File: config.mk
export PLATFORM = sky130hd
export DESIGN_NAME = tstamp_capture
export DESIGN_NICKNAME = d
export VERILOG_FILES = /design/src/rtl/tsc_pkg.sv /design/src/rtl/tsc_edge_sync.sv /design/src/rtl/tsc_time_base.sv /design/src/rtl/tsc_stamp_fifo.sv /design/src/rtl/tsc_word_port.sv /design/src/rtl/tstamp_capture.sv
export SDC_FILE = /design/constraint.sdc
export NUM_CORES = 2
export LEC_CHECK = 0
export BUFFER_PORTS_ARGS = -buffer_cell sky130_fd_sc_hd__buf_2
export CORE_MARGIN = 8
export CORE_UTILIZATION = 40
export CTS_CLUSTER_DIAMETER = 100
export DETAILED_ROUTE_END_ITERATION = 12
export MAX_ROUTING_LAYER = met4
export PLACE_DENSITY_LB_ADDON = 0.3
export SETUP_SLACK_MARGIN = 0.15
export SKIP_CTS_REPAIR_TIMING = 1
export SLEW_MARGIN = 20
export SYNTH_ARGS = -nofsm -noshare
export SYNTH_HDL_FRONTEND = slang
export SYNTH_HIERARCHICAL = 1
export SYNTH_SLANG_ARGS = --single-unit
File: constraint.sdc
create_clock -name clk -period 10.38 [get_ports clk]
set_input_delay 2.076 -clock clk [delete_from_list [all_inputs] [get_ports clk]]
set_output_delay 2.076 -clock clk [all_outputs]
set_load 0.05 [all_outputs]
File: src/rtl/tsc_pkg.sv
`timescale 1ns/1ps
package tsc_pkg;

  localparam int WORD_W = 32;
  localparam int PAD_W  = 2 * WORD_W;

  typedef enum logic [1:0] {
    RATE_FULL  = 2'd0,
    RATE_QUART = 2'd1,
    RATE_TENTH = 2'd2,
    RATE_RSVD  = 2'd3
  } rate_sel_e;

  typedef enum logic {
    HALF_LO = 1'b0,
    HALF_HI = 1'b1
  } half_e;

  function automatic logic [3:0] tick_step(input logic [1:0] sel);
    case (rate_sel_e'(sel))
      RATE_QUART: tick_step = 4'd4;
      RATE_TENTH: tick_step = 4'd10;
      default:    tick_step = 4'd1;
    endcase
  endfunction

endpackage

File: src/rtl/tsc_edge_sync.sv
`timescale 1ns/1ps
module tsc_edge_sync #(
  parameter int STAGES = 2
) (
  input  logic clk,
  input  logic rst_n,
  input  logic din,
  output logic rise
);

  logic [STAGES:0] shr;

  always_ff @(posedge clk) begin
    if (!rst_n) shr <= '0;
    else        shr <= {shr[STAGES-1:0], din};
  end

  assign rise = shr[STAGES-1] & ~shr[STAGES];

  p_one_pulse_r4: assert property (@(posedge clk) disable iff (!rst_n)
    rise |=> !rise);

endmodule

File: src/rtl/tsc_time_base.sv
`timescale 1ns/1ps
module tsc_time_base
  import tsc_pkg::*;
#(
  parameter int CNT_W = 48
) (
  input  logic             clk,
  input  logic             rst_n,
  input  logic             tick,
  input  logic [1:0]       sel,
  input  logic             clr,
  output logic [CNT_W-1:0] cnt,
  output logic [CNT_W-1:0] stamp
);

  logic [CNT_W-1:0] step_ext;

  assign step_ext = CNT_W'(tick_step(sel));

  always_ff @(posedge clk) begin
    if (!rst_n)     cnt <= '0;
    else if (clr)   cnt <= '0;
    else if (tick)  cnt <= cnt + step_ext;
  end

  assign stamp = clr ? '0 : cnt;

  p_clear_zero_r3: assert property (@(posedge clk) disable iff (!rst_n)
    clr |=> (cnt == '0));

  p_hold_idle_r2: assert property (@(posedge clk) disable iff (!rst_n)
    (!clr && !tick) |=> $stable(cnt));

  p_tie_zero_r5: assert property (@(posedge clk) disable iff (!rst_n)
    clr |-> (stamp == '0));

endmodule

File: src/rtl/tsc_stamp_fifo.sv
`timescale 1ns/1ps
module tsc_stamp_fifo #(
  parameter int W     = 48,
  parameter int DEPTH = 64
) (
  input  logic                       clk,
  input  logic                       rst_n,
  input  logic                       push,
  input  logic [W-1:0]               push_data,
  input  logic                       pop,
  input  logic                       ovf_clr,
  output logic [W-1:0]               head,
  output logic [$clog2(DEPTH+1)-1:0] count,
  output logic                       ovf
);

  localparam int AW = (DEPTH > 1) ? $clog2(DEPTH) : 1;
  localparam int CW = $clog2(DEPTH+1);
  localparam logic [AW-1:0] LAST = AW'(DEPTH-1);
  localparam logic [CW-1:0] FULL = CW'(DEPTH);

  logic [W-1:0]  mem [DEPTH];
  logic [AW-1:0] wr_ptr, rd_ptr;
  logic          full, do_push, do_pop, drop;

  assign full    = (count == FULL);
  assign do_push = push && !full;
  assign drop    = push && full;
  assign do_pop  = pop && (count != '0);

  always_ff @(posedge clk) begin
    if (do_push) mem[wr_ptr] <= push_data;
  end

  always_ff @(posedge clk) begin
    if (!rst_n) begin
      wr_ptr <= '0;
      rd_ptr <= '0;
      count  <= '0;
    end else begin
      if (do_push) wr_ptr <= (wr_ptr == LAST) ? '0 : wr_ptr + 1'b1;
      if (do_pop)  rd_ptr <= (rd_ptr == LAST) ? '0 : rd_ptr + 1'b1;
      case ({do_push, do_pop})
        2'b10:   count <= count + 1'b1;
        2'b01:   count <= count - 1'b1;
        default: count <= count;
      endcase
    end
  end

  always_ff @(posedge clk) begin
    if (!rst_n)       ovf <= 1'b0;
    else if (drop)    ovf <= 1'b1;
    else if (ovf_clr) ovf <= 1'b0;
  end

  assign head = mem[rd_ptr];

  p_no_overflow_r9: assert property (@(posedge clk) disable iff (!rst_n)
    count <= FULL);

  p_drop_flags_r9: assert property (@(posedge clk) disable iff (!rst_n)
    (push && full) |=> ovf);

  p_sticky_r9: assert property (@(posedge clk) disable iff (!rst_n)
    (ovf && !ovf_clr) |=> ovf);

  p_both_act_r8: assert property (@(posedge clk) disable iff (!rst_n)
    (push && pop && (count != '0) && !full) |=> $stable(count));

endmodule

File: src/rtl/tsc_word_port.sv
`timescale 1ns/1ps
module tsc_word_port
  import tsc_pkg::*;
#(
  parameter int W = 48
) (
  input  logic              clk,
  input  logic              rst_n,
  input  logic [W-1:0]      head,
  input  logic              avail,
  input  logic              rd_ready,
  output logic              rd_valid,
  output logic [WORD_W-1:0] rd_data,
  output logic              rd_hi,
  output logic              pop
);

  half_e            half;
  logic [PAD_W-1:0] padded;
  logic             xfer;

  assign padded   = PAD_W'(head);
  assign rd_valid = avail;
  assign xfer     = avail && rd_ready;
  assign pop      = xfer && (half == HALF_HI);
  assign rd_hi    = (half == HALF_HI);
  assign rd_data  = (half == HALF_HI) ? padded[PAD_W-1:WORD_W] : padded[WORD_W-1:0];

  always_ff @(posedge clk) begin
    if (!rst_n)    half <= HALF_LO;
    else if (xfer) half <= (half == HALF_HI) ? HALF_LO : HALF_HI;
  end

  p_hold_backpressure_r7: assert property (@(posedge clk) disable iff (!rst_n)
    (rd_valid && !rd_ready) |=> (rd_valid && $stable(rd_data) && $stable(rd_hi)));

  p_low_then_high_r6: assert property (@(posedge clk) disable iff (!rst_n)
    (rd_valid && rd_ready && !rd_hi) |=> (rd_valid && rd_hi));

endmodule

File: src/rtl/tstamp_capture.sv
`timescale 1ns/1ps
module tstamp_capture
  import tsc_pkg::*;
#(
  parameter int CNT_W       = 48,
  parameter int DEPTH       = 64,
  parameter int SYNC_STAGES = 2
) (
  input  logic                       clk,
  input  logic                       rst_n,
  input  logic [1:0]                 ref_sel,
  input  logic                       ref_tick,
  input  logic                       trig_in,
  input  logic                       clr_in,
  output logic [CNT_W-1:0]           time_now,
  output logic                       rd_valid,
  input  logic                       rd_ready,
  output logic [WORD_W-1:0]          rd_data,
  output logic                       rd_hi,
  output logic                       fifo_empty,
  output logic [$clog2(DEPTH+1)-1:0] fifo_count,
  output logic                       overflow,
  input  logic                       ovf_clr
);

  localparam int N_IN = 2;
  localparam int IDX_TRIG = 0;
  localparam int IDX_CLR  = 1;

  logic [N_IN-1:0] raw_in, rise;
  logic [CNT_W-1:0] stamp, head;
  logic pop;

  assign raw_in[IDX_TRIG] = trig_in;
  assign raw_in[IDX_CLR]  = clr_in;

  for (genvar g = 0; g < N_IN; g++) begin : g_sync
    tsc_edge_sync #(.STAGES(SYNC_STAGES)) i_sync (
      .clk  (clk),
      .rst_n(rst_n),
      .din  (raw_in[g]),
      .rise (rise[g])
    );
  end

  tsc_time_base #(.CNT_W(CNT_W)) i_time (
    .clk  (clk),
    .rst_n(rst_n),
    .tick (ref_tick),
    .sel  (ref_sel),
    .clr  (rise[IDX_CLR]),
    .cnt  (time_now),
    .stamp(stamp)
  );

  tsc_stamp_fifo #(.W(CNT_W), .DEPTH(DEPTH)) i_fifo (
    .clk      (clk),
    .rst_n    (rst_n),
    .push     (rise[IDX_TRIG]),
    .push_data(stamp),
    .pop      (pop),
    .ovf_clr  (ovf_clr),
    .head     (head),
    .count    (fifo_count),
    .ovf      (overflow)
  );

  assign fifo_empty = (fifo_count == '0);

  tsc_word_port #(.W(CNT_W)) i_port (
    .clk     (clk),
    .rst_n   (rst_n),
    .head    (head),
    .avail   (!fifo_empty),
    .rd_ready(rd_ready),
    .rd_valid(rd_valid),
    .rd_data (rd_data),
    .rd_hi   (rd_hi),
    .pop     (pop)
  );

  p_capture_lands_r4: assert property (@(posedge clk) disable iff (!rst_n)
    (rise[IDX_TRIG] && (fifo_count < ($clog2(DEPTH+1))'(DEPTH))) |=> !fifo_empty);

  p_tie_restart_r5: assert property (@(posedge clk) disable iff (!rst_n)
    (rise[IDX_TRIG] && rise[IDX_CLR]) |=> (time_now == '0 && !fifo_empty));

endmodule

==> impl_metrics.py <==
metrics = {
    "cells_and_area": {
        "nets": 5953,
        "instances_no_fill": 10200,
        "fillCellCount": 25300,
        "synthToLayoutAreaGrowth_pct": 13.8,
        "multi_input_comb_area_sq_mm": 0.0272,
        "drive_gt1_share_pct": 27.1,
        "seqCellArea_sq_mm": 0.0939,
    },
    "clock_tree": {
        "clkSinkCount": 3153,
        "cts_tree": "built",
        "cts_buffer_depth": 4,
        "clkLatencyLatePin_ps": 890,
        "htreeDepth": 5,
        "clk_pin_slew_ps": 60,
        "clockRootBuffer": "clkbuf_16",
        "cts_buffers": 324,
    },
    "routing": {
        "drc": 0,
        "avgViaCountPerCell": 6.06,
        "vias": 61800,
        "antenna_left": 0,
        "dr.pass1.iters": 6,
        "wl_um": 347000,
        "drt-initial-drc-count": 8173,
        "detail_route.wl_per_cell_um": 34.1,
    },
    "grt": {
        "antenna_found_initial": 7,
        "grt_overflow": 0,
        "grt_pass1_wl_um": 484000,
        "grt_max_degree": 142,
        "track_usage_pct": 21.6,
        "grt_pass1_vias": 61600,
    },
    "worst_setup_path": {
        "critical-path-top-delay-family": "multiplexers",
        "end_kind": "output port",
        "critPathKind": "reg2out",
        "cp_max_fo": 48,
        "critical_path.cell_chain": "buf_4, mux4_2, mux2i_1, nand2_1, a31oi_1, nor2_1, mux2_4, buf_2",
        "critPathRequiredTime_ps": 8300,
        "r2r_cells": 7,
        "cp-start-kind": "flip-flop",
        "cp_num_cells": 8,
        "cp_slowest_cell": "dfxtp_4",
        "path_buf_inv": 2,
        "slowest_delay_ps": 970,
        "critPathArrivalTime_ps": 5460,
    },
    "floorplanning": {
        "die-area_sq_mm": 0.323,
        "floorplan.initialDensity_pct": 40.0,
        "dieHeight_um": 568,
        "core.rowCount": 203,
        "ios": 100,
        "core_sq_mm": 0.305,
        "die_w_um": 568,
    },
    "synth": {
        "synth_top_cell_by_area": "edfxtp_1",
        "synth_nets": 5640,
        "synth_compound_area_share_pct": 2.93,
        "synthCells": 5620,
        "netlist_top_cells_area": "edfxtp_1 (76%), mux4_2 (14%), mux2i_1 (2.1%), dfxtp_1 (1.3%), a221oi_1 (0.68%)",
        "synth-async-reset-ratio_pct": 0,
        "synth_seq_area_share_pct": 76.9,
        "ys_ff_latch": 3153,
        "synth_edf_count": 3072,
        "ys_warn_count": 6,
        "ys_types": 76,
        "synth.avg_cell_area_sq_um": 21.7,
        "yosys_most_used_dff": "edfxtp_1",
        "synth-simple-area-share_pct": 2.26,
        "synth_adder_area_share_pct": 0.113,
        "synthMuxAreaShare_pct": 16.1,
        "synth_top_family_by_area": "multiplexers",
        "synth.top_cell.area_share_pct": 75.6,
        "syn_area_sq_mm": 0.122,
        "synthXorXnorAreaFrac_pct": 0.179,
    },
    "sta": {
        "tightest_slew_ps": 1240,
        "maxSlewViolCount": 0,
        "relSlewSlack_pct": 17.0,
        "finalSetupViolCount": 0,
        "max_clock_freq_ghz": 0.133,
        "hold_violations": 0,
        "post-route-period-util_pct": 72.6,
        "post-route-min-period_ps": 7540,
        "fin_skew_ps": 50.2,
        "fin_tns_setup_ps": 0,
        "rsz0062_at_grt": "false",
    },
    "pwr": {
        "vdd_drop_max_uv": 166,
        "p_leak_nw": 43.1,
        "p_per_area_mw_per_mm2": 183,
    },
    "placement": {
        "io_buffers": 99,
        "dp.cells": 9599,
        "dpl.hpwl_um": 188000,
        "place.gp.congestion": 0.783,
    },
    "outcome": {
        "status": "complete, no violations",
    },
    "hold_path": {
        "hp-class": "reg2reg",
        "hold_path_depth": 1,
    },
    "run": {
        "cap_violations": 0,
    },
}
-- sequential cells by signal, indices dropped and copies added, names as in the netlist, named ones only --
name	count
g_sync.i_sync/shr	6
i_fifo/count	7
i_fifo/mem	3072
i_fifo/ovf	1
i_fifo/rd_ptr	6
i_fifo/wr_ptr	6
i_port/rd_hi	1
i_time/cnt	48
-- routing by layer --
metal / GRT usage, % / vias up / share of wire [%]
met1: 29.7 / 33700 / 40
met2: 34.4 / 3198 / 49
met3: 3.33 / 452 / 8.9
met4: 4.61 / 0 / 2.3
met5: - / - / 0
li1: - / 24400 / -
-- cells in the final DEF (no fill, tap or decap), types with 21 or more instances in the layout --
master,n
dfxtp_1,75
o221ai_1,53
o22ai_1,26
bufinv_16,28
buf_4,188
edfxtp_1,3072
nand2_1,167
clkinv_2,51
a221oi_1,95
buf_2,99
clkbuf_16,328
o21ai_0,121
mux2i_1,252
nor2_4,72
nor2_1,86
nor2b_1,21
nand2b_1,28
nor2b_4,46
mux4_2,741
clkbuf_1,67
a31oi_1,45
clkinv_1,69
nand3_1,23
a21oi_1,81
nor3_1,30
-- synthesized netlist by cell type, types with 7 or more instances --
master and count:
a211oi_1 17, a21oi_1 81, a221oi_1 95, a31oi_1 45, and2_1 9, and3_1 8
buf_1 23, buf_2 115, buf_4 55, buf_6 15, clkbuf_1 111, dfxtp_1 81
edfxtp_1 3072, ha_1 11, inv_1 20, mux2_2 8, mux2_4 12, mux2i_1 252
mux4_1 7, mux4_2 741, nand2_1 168, nand2b_1 31, nand3_1 23, nand4_1 17
nor2_1 158, nor2b_1 64, nor3_1 30, o211a_1 13, o21ai_0 122, o221ai_1 53
o22ai_1 26, o31ai_1 7, or3_1 12, or4_1 7, xnor2_1 13, xor2_1 12
-- per-stage QoR --
stage	hold slack (ps)	instance area (sq um)	total power [mW]	utilization, %	setup slack (ps)
floorplan	412	122000	14.2	-	5800
global placement	417	128000	14.3	42.1	3710
detailed placement	419	129000	14.3	42.2	3740
CTS	432	139000	25.5	45.5	2770
global route	463	139000	26.0	45.6	2730
finish	431	139000	25.4	45.6	2840
-- worst paths after layout --
check | startpoint | to | slack, ps
worst max-delay path | flip-flop | rd_data[9] | 2840
worst min-delay path | g_sync[1].i_sync/shr[0] | g_sync[1].i_sync/shr[1] | 430
worst max register to register | i_fifo/count[2] | i_fifo/mem[19][17] | 5610
worst min register to register | g_sync[1].i_sync/shr[0] | g_sync[1].i_sync/shr[1] | 430
-- logic make-up after synthesis --
family                   Yosys count
AND/OR/NAND/NOR                  563
XOR/XNOR                          25
flip-flops                      3153
buffers and inverters            344
multiplexers                    1020
AO/OA/AOI/OAI                    504
adder cells (fa/ha/maj)           11
-- worst reg2reg max path: stages, from the launching register on --
cell     delay (ps)
dfxtp_1         600
nor4_1          220
a31oi_1         360
inv_1           180
nor2_1          280
nand3_1         760
nor2_4         1030
buf_4           900
-- final cells by class --
cell class | count | area share, %
sequential | 3153 | 67.6
inverter | 20 | 0.0595
antenna | 8 | 0.0144
clock inverter | 171 | 1.19
tap | 3997 | 3.60
clock buffer | 403 | 6.17
timing repair buffer | 311 | 1.74
multi-input combinational | 2123 | 19.6
-- report_power, final --
part | leakage, nW | switching [mW] | internal, mW
sequential | 29.3 | 0.00867 | 13.8
clock | 5.01 | 4.82 | 6.56
combinational | 8.75 | 0.148 | 0.0486
total | 43.1 | 4.98 | 20.4
(Power assumes the default switching activity.)
